===== config.mk =====
export PLATFORM = sky130hd
export DESIGN_NAME = hcrc_engine
export DESIGN_NICKNAME = d
export VERILOG_FILES = /design/src/rtl/hcrc_pkg.sv /design/src/rtl/hcrc_lane.sv /design/src/rtl/hcrc_ctrl.sv /design/src/rtl/hcrc_engine.sv
export SDC_FILE = /design/constraint.sdc
export NUM_CORES = 1
export LEC_CHECK = 0
export BUFFER_PORTS_ARGS = -buffer_cell sky130_fd_sc_hd__buf_2
export CAP_MARGIN = 10
export CORE_ASPECT_RATIO = 0.9
export CORE_UTILIZATION = 50
export DETAILED_ROUTE_END_ITERATION = 6
export HOLD_SLACK_MARGIN = 0.02
export PLACE_DENSITY = 0.84
export SYNTH_ARGS = -nofsm -noshare
export SYNTH_HDL_FRONTEND = slang
export SYNTH_SLANG_ARGS = --single-unit

===== constraint.sdc =====
create_clock -name clk -period 3.4 [get_ports clk]
set_clock_uncertainty 0.1 [all_clocks]
set_input_delay 0.34 -clock clk [delete_from_list [all_inputs] [get_ports clk]]
set_output_delay 0.34 -clock clk [all_outputs]
set_load 0.005 [all_outputs]

===== src/rtl/hcrc_pkg.sv =====
package hcrc_pkg;

    localparam int NUM_LANES = 3;
    localparam int PACK_W    = 18;
    localparam int RES_W     = 32;

    typedef enum logic [1:0] {
        ST_IDLE = 2'd0,
        ST_RUN  = 2'd1,
        ST_DONE = 2'd2
    } hcrc_state_e;

    function automatic int lane_deg(input int idx);
        case (idx)
            0:       return 3;
            1:       return 7;
            default: return 8;
        endcase
    endfunction

    function automatic int lane_off(input int idx);
        case (idx)
            0:       return 0;
            1:       return 3;
            default: return 10;
        endcase
    endfunction

    function automatic logic [7:0] lane_poly(input int idx);
        case (idx)
            0:       return 8'h03;
            1:       return 8'h4F;
            default: return 8'h07;
        endcase
    endfunction

endpackage


===== src/rtl/hcrc_lane.sv =====
module hcrc_lane #(
    parameter int          DEG    = 3,
    parameter logic [7:0]  POLY   = 8'h03,
    parameter int          DATA_W = 32
) (
    input  logic              clk,
    input  logic              rst_n,
    input  logic              load_i,
    input  logic [DEG-1:0]    load_val_i,
    input  logic              step_i,
    input  logic [DATA_W-1:0] data_i,
    output logic [DEG-1:0]    crc_o
);

    localparam logic [DEG-1:0] TAPS = POLY[DEG-1:0];

    logic [DEG-1:0] crc_q;
    logic [DEG-1:0] crc_next;

    // Bit index ascending covers byte 0 first, LSB first inside each byte.
    function automatic logic [DEG-1:0] advance(input logic [DEG-1:0] cur,
                                               input logic [DATA_W-1:0] d);
        logic [DEG-1:0] r;
        logic           fb;
        r = cur;
        for (int i = 0; i < DATA_W; i++) begin
            fb = r[DEG-1] ^ d[i];
            r  = {r[DEG-2:0], 1'b0} ^ (fb ? TAPS : '0);
        end
        return r;
    endfunction

    always_comb crc_next = advance(crc_q, data_i);

    always_ff @(posedge clk or negedge rst_n) begin
        if (!rst_n)
            crc_q <= '1;
        else if (load_i)
            crc_q <= load_val_i;
        else if (step_i)
            crc_q <= crc_next;
    end

    assign crc_o = crc_q;

endmodule


===== src/rtl/hcrc_ctrl.sv =====
module hcrc_ctrl
    import hcrc_pkg::*;
(
    input  logic clk,
    input  logic rst_n,
    input  logic start_i,
    input  logic resume_i,
    input  logic valid_i,
    input  logic last_i,
    output logic load_o,
    output logic step_o,
    output logic running_o,
    output logic done_o
);

    hcrc_state_e state_q;
    hcrc_state_e state_d;

    always_ff @(posedge clk or negedge rst_n) begin
        if (!rst_n)
            state_q <= ST_IDLE;
        else
            state_q <= state_d;
    end

    always_comb begin
        state_d = state_q;
        if (start_i || resume_i) begin
            state_d = ST_RUN;
        end else begin
            unique case (state_q)
                ST_IDLE: state_d = ST_IDLE;
                ST_RUN:  state_d = (valid_i && last_i) ? ST_DONE : ST_RUN;
                ST_DONE: state_d = ST_IDLE;
                default: state_d = ST_IDLE;
            endcase
        end
    end

    always_comb begin
        load_o    = start_i || resume_i;
        step_o    = 1'b0;
        running_o = 1'b0;
        done_o    = 1'b0;
        unique case (state_q)
            ST_IDLE: ;
            ST_RUN: begin
                running_o = 1'b1;
                step_o    = valid_i && !load_o;
            end
            ST_DONE: done_o = 1'b1;
            default: ;
        endcase
    end

endmodule


===== src/rtl/hcrc_engine.sv =====
module hcrc_engine
    import hcrc_pkg::*;
#(
    parameter int DATA_W = 32
) (
    input  logic              clk,
    input  logic              rst_n,
    input  logic              start_i,
    input  logic              resume_i,
    input  logic [PACK_W-1:0] resume_state_i,
    input  logic              valid_i,
    input  logic              last_i,
    input  logic [DATA_W-1:0] data_i,
    output logic              done_o,
    output logic [RES_W-1:0]  crc_o
);

    localparam logic [PACK_W-1:0] INIT_STATE = '1;

    logic              load;
    logic              step;
    logic              running;
    logic [PACK_W-1:0] load_val;
    logic [PACK_W-1:0] packed_state;

    hcrc_ctrl u_ctrl (
        .clk       (clk),
        .rst_n     (rst_n),
        .start_i   (start_i),
        .resume_i  (resume_i),
        .valid_i   (valid_i),
        .last_i    (last_i),
        .load_o    (load),
        .step_o    (step),
        .running_o (running),
        .done_o    (done_o)
    );

    // Start has precedence over resume.
    assign load_val = start_i ? INIT_STATE : resume_state_i;

    for (genvar g = 0; g < NUM_LANES; g++) begin : g_lane
        localparam int D   = lane_deg(g);
        localparam int OFF = lane_off(g);
        hcrc_lane #(
            .DEG    (D),
            .POLY   (lane_poly(g)),
            .DATA_W (DATA_W)
        ) u_lane (
            .clk        (clk),
            .rst_n      (rst_n),
            .load_i     (load),
            .load_val_i (load_val[OFF +: D]),
            .step_i     (step),
            .data_i     (data_i),
            .crc_o      (packed_state[OFF +: D])
        );
    end

    assign crc_o = {{(RES_W-PACK_W){1'b0}}, packed_state};

endmodule


==> summary.txt, run 1 <==
Global route
  • Number of global-route vias before repair: 2,122
  • Number of antenna violations at the first check in global routing: 0
  • Leftover overflow at the end of global routing: 0
  • Total routing resource utilization after global routing: 23.3%
  • Largest net degree at the start of global routing: 29
  • Wire length of the first global-routing pass: 11,500 um

STA
  • Period utilisation layout: 86.3%
  • Highest clock rate: 0.341 GHz
  • Min cycle time layout: 2.93 ns
  • Count of pins over their slew limit: 0
  • Relative slew slack: 43.4%
  • Unrepaired setup endpoints after global routing: false
  • Setup Total Neg Slack: 0 ns
  • Least-Margin Pin Slew: 0.846 ns
  • Final Setup Violations: 0
  • Final Hold Viols: 0
  • Final worst-path setup slack: 0.465 ns

Pwr
  • Portion of total power attributed to combinational logic: 87.6%
  • Cell internal power dissipation: 3.20 mW
  • Fraction of power spent switching nets: 37.6%
  • Switching power summed over all nets: 1.93 mW
  • Maximum VDD drop: 787 uV
  • Clock share of power: 3.4%
  • Leakage Power: 1.73 nW
  • Proportion of power drawn by flip-flops and latches: 8.9%
  • Power per cell area: 1470 nW/um^2

Drt
  • Drt first-iter violations: 121
  • Post-DR wirelength/cell: 17.4 um
  • Routed length on met3: 539 um
  • Vias per inst: 5.17
  • Metal2 WL: 3150 um
  • Final WL: 7080 um
  • Highest metal layer used by the detailed router: met4
  • Total via count after detailed routing: 2,103
  • Number of iterations in the first detailed-routing pass: 7
  • Number of antenna-violating nets in the routed design: 0
  • DRT met1 WL: 3370 um
  • Residual DRC count: 7

Logic synthesis
  • Share of Yosys cell area claimed by the top area cell type: 27.0%
  • Cell types occupying the most area after synthesis: sky130_fd_sc_hd__xnor3_1 27%, sky130_fd_sc_hd__xnor2_1 21%, sky130_fd_sc_hd__dfstp_2 15%
  • Asr flop ratio synth: 100%
  • Number of enable flip-flop cells after synthesis: 0
  • Yosys warns: 0
  • Share of synthesized area occupied by flip-flops and latches: 17.0%
  • Dominant cell by count in the synthesized netlist: sky130_fd_sc_hd__xnor2_1
  • Commonest register cell after synthesis: sky130_fd_sc_hd__dfstp_2
  • Number of synthesized register bits: 20
  • Top cell types by occurrence after synthesis: 74 x sky130_fd_sc_hd__xnor2_1, 37 x sky130_fd_sc_hd__xnor3_1, 23 x sky130_fd_sc_hd__xor2_1
  • Post-Synthesis Cell Area: 3080 um^2
  • Synthesized instance count: 271
  • Synth cell types: 39
  • Top cell type by total area after synthesis: sky130_fd_sc_hd__xnor3_1
  • Post-Synthesis Mean Instance Area: 11.4 um^2

Floorplanning
  • Die outline area: 6490 um^2
  • Starting utilization of the core area: 53.0%
  • Height of the die: 76.5 um
  • Number of I/O pins: 89
  • Cell Rows: 26
  • Die width: 84.8 um
  • Placeable Area: 5820 um^2

Layout
  • Area growth, synth to finish: 13.3%
  • Final core utilization: 60.0%
  • Inserted Diodes: 0
  • Final std cells w/o fill: 407
  • Proportion of layout cells with a drive suffix above 1: 32.6%
  • Filler instances: 496
  • NumNets Final: 394
  • Finished Cell Area: 3490 um^2

Clock network
  • Clock root buffer master: sky130_fd_sc_hd__clkbuf_8
  • Clock transition time at the flip-flop clock pins of the worst setup and hold paths: 0.07 ns
  • Count of hold buffers inserted by post-cts repair: 1
  • Count of buffers added by post-CTS timing repair for setup: 0
  • TritonCTS Sinks: 20
  • Number of buffers added by the clock tree synthesis step: 3
  • Clk Latency, worst-skew pair: 0.25 ns
  • Maximum count of clock buffers along a single path: 2
  • Clock tree from TritonCTS: done
  • PostCTS Resize Cnt: 0
  • Count of H-tree levels built during CTS: 1

Placement
  • Placed cells: 402
  • Post-detailed-placement cell area: 3430 um^2
  • Final weighted congestion of routability-driven global placement: 0.908
  • Total of buffers placed on input and output ports: 74
  • Worst setup timing slack at the placement stage: 0.487 ns
  • Detailed Place HPWL: 5970 um

Run status
  • Outcome: finished with violations
  • Failing checks: DRC

Setup path
  • Data required, critical path: 3.47 ns
  • Crit end category: register
  • Category of the critical setup timing path: reg -> reg
  • Kind of start point of the critical path: register
  • Peak fanout along the critical path: 4
  • Register-to-Register Path Depth: 7
  • Reg2Reg Capture Point: g_lane[2].u_lane.crc_o[2]$_DFFE_PN1P_
  • Data arrival at the endpoint of the critical path: 3.01 ns
  • Slack of the worst reg-to-reg path: 0.47 ns
  • Crit Reg-Reg Startpoint: g_lane[2].u_lane.crc_o[4]$_DFFE_PN1P_

Flow run
  • Max capacitance violation total: 0

Hold path
  • Class of the worst hold path: in -> reg
  • Hold path endpoint: g_lane[1].u_lane.crc_o[1]$_DFFE_PN1P_
  • Critical hold path startpoint: resume_state_i[4]
  • Hold path depth: 2
## metal layers
layer	global-route usage, %	vias to the layer above
met5	0	-
met4	4.41	0
met3	2.60	4
met2	35.1	100
met1	36.3	979
li1	-	1020
## critical path, stage by stage, from the launching register on
cell and delay (ns):
sky130_fd_sc_hd__dfstp_2 0.58, sky130_fd_sc_hd__xnor2_1 0.21, sky130_fd_sc_hd__xnor3_2 0.56, sky130_fd_sc_hd__xor3_4 0.48, sky130_fd_sc_hd__xnor3_1 0.37, sky130_fd_sc_hd__xor2_1 0.20, sky130_fd_sc_hd__xor2_1 0.18, sky130_fd_sc_hd__o31ai_2 0.18
## flip-flops by register name, indices dropped and copies added, names as in the netlist
signal,cells
g_lane.u_lane.crc_o,18
u_ctrl.state_q,2
## stage by stage
stage | hold WS (ns) | power, mW
3_5_place_dp | 0.209 | 4.93
4_1_cts | 0.206 | 5.16
2_1_floorplan | -0.0556 | 4.31
5_1_grt | 0.204 | 5.51
3_3_place_gp | 0.206 | 4.86
6_report | 0.205 | 5.14
## power groups by stage
stage | clock [mW] | combinational, mW | sequential, mW
4_1_cts | 0.182 | 4.52 | 0.459
6_report | 0.177 | 4.50 | 0.458
3_5_place_dp | 0 | 4.47 | 0.462
2_1_floorplan | 0 | 3.88 | 0.436
3_3_place_gp | 0 | 4.41 | 0.457
5_1_grt | 0.191 | 4.85 | 0.472
## logic make-up (layout without fill, tap and decap cells)
group                  count (synthesis)  after routing  synth area share (%)
XOR/XNOR                             145            145                  62.4
AND/OR/NAND/NOR                       39             39                  5.96
AO/OA/AOI/OAI                         33             33                  7.22
buffers and inverters                 28             81                  5.60
flip-flops                            20             20                  17.0
multiplexers                           5              5                  1.70
other                                  1             14                 0.122
## cell type report
type	count	area (um^2)	area share, %
multi-input combinational	236	2440	69.7
sequential	20	523	15.0
timing repair buffer	76	388	11.1
tap	70	87.6	2.51
clock buffer	4	55.1	1.58
inverter	1	3.75	0.107
## worst max-delay path by stage
stage	startpoint	end	cells after the start
floorplan	g_lane[2].u_lane.crc_o[5]$_DFFE_PN1P_	g_lane[2].u_lane.crc_o[7]$_DFFE_PN1P_	7
global placement	g_lane[2].u_lane.crc_o[5]$_DFFE_PN1P_	g_lane[2].u_lane.crc_o[7]$_DFFE_PN1P_	7
global route	g_lane[2].u_lane.crc_o[4]$_DFFE_PN1P_	g_lane[2].u_lane.crc_o[2]$_DFFE_PN1P_	7
detailed placement	g_lane[2].u_lane.crc_o[4]$_DFFE_PN1P_	g_lane[2].u_lane.crc_o[2]$_DFFE_PN1P_	7
finish	g_lane[2].u_lane.crc_o[4]$_DFFE_PN1P_	g_lane[2].u_lane.crc_o[2]$_DFFE_PN1P_	7
CTS	g_lane[2].u_lane.crc_o[4]$_DFFE_PN1P_	g_lane[2].u_lane.crc_o[2]$_DFFE_PN1P_	7
## layout by cell type, fill, tap and decap left out, types with 4 or more instances in the layout
master,n
sky130_fd_sc_hd__xnor2_1,74
sky130_fd_sc_hd__dfstp_2,18
sky130_fd_sc_hd__o21ai_0,9
sky130_fd_sc_hd__nor2_1,13
sky130_fd_sc_hd__xnor3_1,37
sky130_fd_sc_hd__clkbuf_8,4
sky130_fd_sc_hd__buf_2,74
sky130_fd_sc_hd__xnor3_2,4
sky130_fd_sc_hd__nand2_1,13
sky130_fd_sc_hd__xor2_1,23
sky130_fd_sc_hd__a21oi_1,5
sky130_fd_sc_hd__conb_1,14
sky130_fd_sc_hd__nand2b_1,6
Power figures use the tool's default switching activity.
==> inputs of run 2 (changes only) <==
- CORE_UTILIZATION: 50 -> 35
- PLACE_DENSITY: 0.84 -> 0.65
==> summary.txt, run 2 (synthesis results as in run 1) <==
Pwr
  • Proportion of power drawn by flip-flops and latches: 9.0% (about the same)
  • Leakage Power: 1.72 nW (-0.42%)
  • Cell internal power dissipation: 3.17 mW (-1.1%)
  • Fraction of power spent switching nets: 38.0% (+0.40 points)
  • Power per cell area: 1440 nW/um^2 (-1.8%)
  • Switching power summed over all nets: 1.94 mW (+0.61%)
  • Maximum VDD drop: 703 uV (-11%)
  • Portion of total power attributed to combinational logic: 88.0% (+0.4 points)
  • Clock share of power: 3.0% (-0.4 points)

Floorplanning
  • Placeable Area: 8570 um^2 (+47%)
  • Cell Rows: 32 (+23%)
  • Number of I/O pins: 89 (unchanged)
  • Starting utilization of the core area: 36.0% (-17 points)
  • Die width: 101 um (+19%)
  • Die outline area: 9190 um^2 (+42%)
  • Height of the die: 91.1 um (+19%)

Clock network
  • Count of H-tree levels built during CTS: 1 (unchanged)
  • Clk Latency, worst-skew pair: 0.25 ns (about the same)
  • Maximum count of clock buffers along a single path: 2 (unchanged)
  • Clock tree from TritonCTS: done
  • Clock root buffer master: sky130_fd_sc_hd__clkbuf_8
  • Count of buffers added by post-CTS timing repair for setup: 0 (unchanged)
  • TritonCTS Sinks: 20 (unchanged)
  • Clock transition time at the flip-flop clock pins of the worst setup and hold paths: 0.07 ns (about the same)
  • Number of buffers added by the clock tree synthesis step: 3 (unchanged)

Global route
  • Largest net degree at the start of global routing: 29 (unchanged)
  • Leftover overflow at the end of global routing: 0 (unchanged)
  • Number of antenna violations at the first check in global routing: 0 (unchanged)
  • Wire length of the first global-routing pass: 11,600 um (+0.60%)
  • Number of global-route vias before repair: 2,094 (-1.3%)
  • Total routing resource utilization after global routing: 16.9% (-6.4 points)

Setup path
  • Kind of start point of the critical path: register
  • Slowest stage cell, crit path: sky130_fd_sc_hd__dfstp_2
  • Category of the critical setup timing path: reg -> reg
  • Data arrival at the endpoint of the critical path: 3.00 ns (about the same)
  • Cells traversed along the worst timing path: xnor3_1 > xnor3_2 > xnor3_2 > xnor2_2 > xnor3_1 > nor3_2 > o32a_1
  • Peak fanout along the critical path: 4 (unchanged)
  • Register-to-Register Path Depth: 7 (unchanged)
  • Crit end category: register
  • Critical path buffers and inverters: 0 (unchanged)
  • Largest delay share family, worst path: XOR/XNOR gates
  • Slack of the worst reg-to-reg path: 0.48 ns (+0.02 ns)
  • Data required, critical path: 3.48 ns (about the same)
  • Number of stages on the worst setup path: 7 (unchanged)
  • Slowest cell delay on critical path: 0.58 ns (about the same)

Run status
  • Outcome: complete, no violations

Drt
  • Residual DRC count: 0 (-7)
  • Number of iterations in the first detailed-routing pass: 4 (-3)
  • Post-DR wirelength/cell: 16.6 um (-4.6%)
  • Drt first-iter violations: 94 (-22%)
  • Number of antenna-violating nets in the routed design: 0 (unchanged)
  • Total via count after detailed routing: 2,098 (-0.24%)
  • Final WL: 7550 um (+6.6%)
  • Vias per inst: 4.61 (-11%)

Flow run
  • Max capacitance violation total: 0 (unchanged)

STA
  • Final Hold Viols: 0 (unchanged)
  • Highest clock rate: 0.343 GHz (+0.67%)
  • Count of pins over their slew limit: 0 (unchanged)
  • Relative slew slack: 41.8% (-1.6 points)
  • Unrepaired setup endpoints after global routing: false
  • Least-Margin Pin Slew: 0.870 ns (+0.0241 ns)
  • Setup Total Neg Slack: 0 ns (unchanged)
  • Fin Hold WS: 0.198 ns (-0.00677 ns)
  • Period utilisation layout: 85.7% (-0.58 points)
  • Min cycle time layout: 2.92 ns (-0.0196 ns)
  • Final Setup Violations: 0 (unchanged)

Placement
  • Final weighted congestion of routability-driven global placement: 0.793 (-13%)
  • Detailed Place HPWL: 6280 um (+5.2%)
  • Total of buffers placed on input and output ports: 74 (unchanged)

Layout
  • Number of flip-flops under the largest register name: 18 (unchanged)
  • Inserted Diodes: 0 (unchanged)
  • Area growth, synth to finish: 14.8%
  • Final core utilization: 41.3% (-19 points)
  • Commonest cells after routing, fill and taps aside: 74 x sky130_fd_sc_hd__xnor2_1, 74 x sky130_fd_sc_hd__buf_2, 37 x sky130_fd_sc_hd__xnor3_1
  • Proportion of layout cells with a drive suffix above 1: 32.4% (-0.20 points)
  • NumNets Final: 394 (unchanged)

Hold path
  • Hold path depth: 2 (unchanged)
  • Class of the worst hold path: in -> reg
[run 2: final timing paths]
check,from,to
max in group asynchronous,rst_n,g_lane[1].u_lane.crc_o[0]$_DFFE_PN1P_
hold reg to reg,g_lane[2].u_lane.crc_o[0]$_DFFE_PN1P_,g_lane[2].u_lane.crc_o[0]$_DFFE_PN1P_
setup / recovery,g_lane[2].u_lane.crc_o[5]$_DFFE_PN1P_,g_lane[2].u_lane.crc_o[7]$_DFFE_PN1P_
setup reg to reg,g_lane[2].u_lane.crc_o[5]$_DFFE_PN1P_,g_lane[2].u_lane.crc_o[7]$_DFFE_PN1P_
min in group asynchronous,rst_n,u_ctrl.state_q[0]$_DFF_PN0_
hold / removal,resume_state_i[5],g_lane[1].u_lane.crc_o[2]$_DFFE_PN1P_
[run 2: layout make-up]
type	instances	area (um^2)
repair buffers	76	388
fillers	893	5030
flip-flops and latches	20	523
well taps	119	149
inverters	1	3.75
multi-input cells	236	2440
clock buffers	3	41.3
[run 2: repair_timing]
item	in CTS	in global routing
gates resized for setup	0	0
hold endpoints to repair	2	0
hold buffers	1	0
setup endpoints to repair	0	0
[run 2: routing by layer]
metal	track usage (%)	vias to the layer above	wire length (um)
met1	25.9	1003	3810
met3	1.77	2	428
li1	-	1019	-
met2	26.1	74	3290
met5	0	-	0
met4	2.54	0	27
[run 2: worst register-to-register path, delay by kind of cell (launching register included)]
family	cells	cell delay (ns)
compound gates	1	0.34
xor+xnor	5	1.79
flops	1	0.58
simple gates	1	0.04
[run 2: power groups by stage]
stage | Combinational (mW) | Clock, mW | Sequential, mW
CTS | 4.52 | 0.161 | 0.458
global placement | 4.46 | 0 | 0.458
detailed placement | 4.47 | 0 | 0.462
finish | 4.50 | 0.154 | 0.458
floorplan | 3.88 | 0 | 0.436
global route | 4.80 | 0.169 | 0.469
[run 2: per-stage QoR]
stage               instance area, um^2  cells  setup WS (ns)  power [mW]
global route                       3540    455          0.369        5.44
detailed placement                 3490    451          0.486        4.93
floorplan                          3130    284          0.627        4.31
global placement                   3490    451          0.556        4.91
finish                             3540    455          0.485        5.11
CTS                                3540    455          0.476        5.14
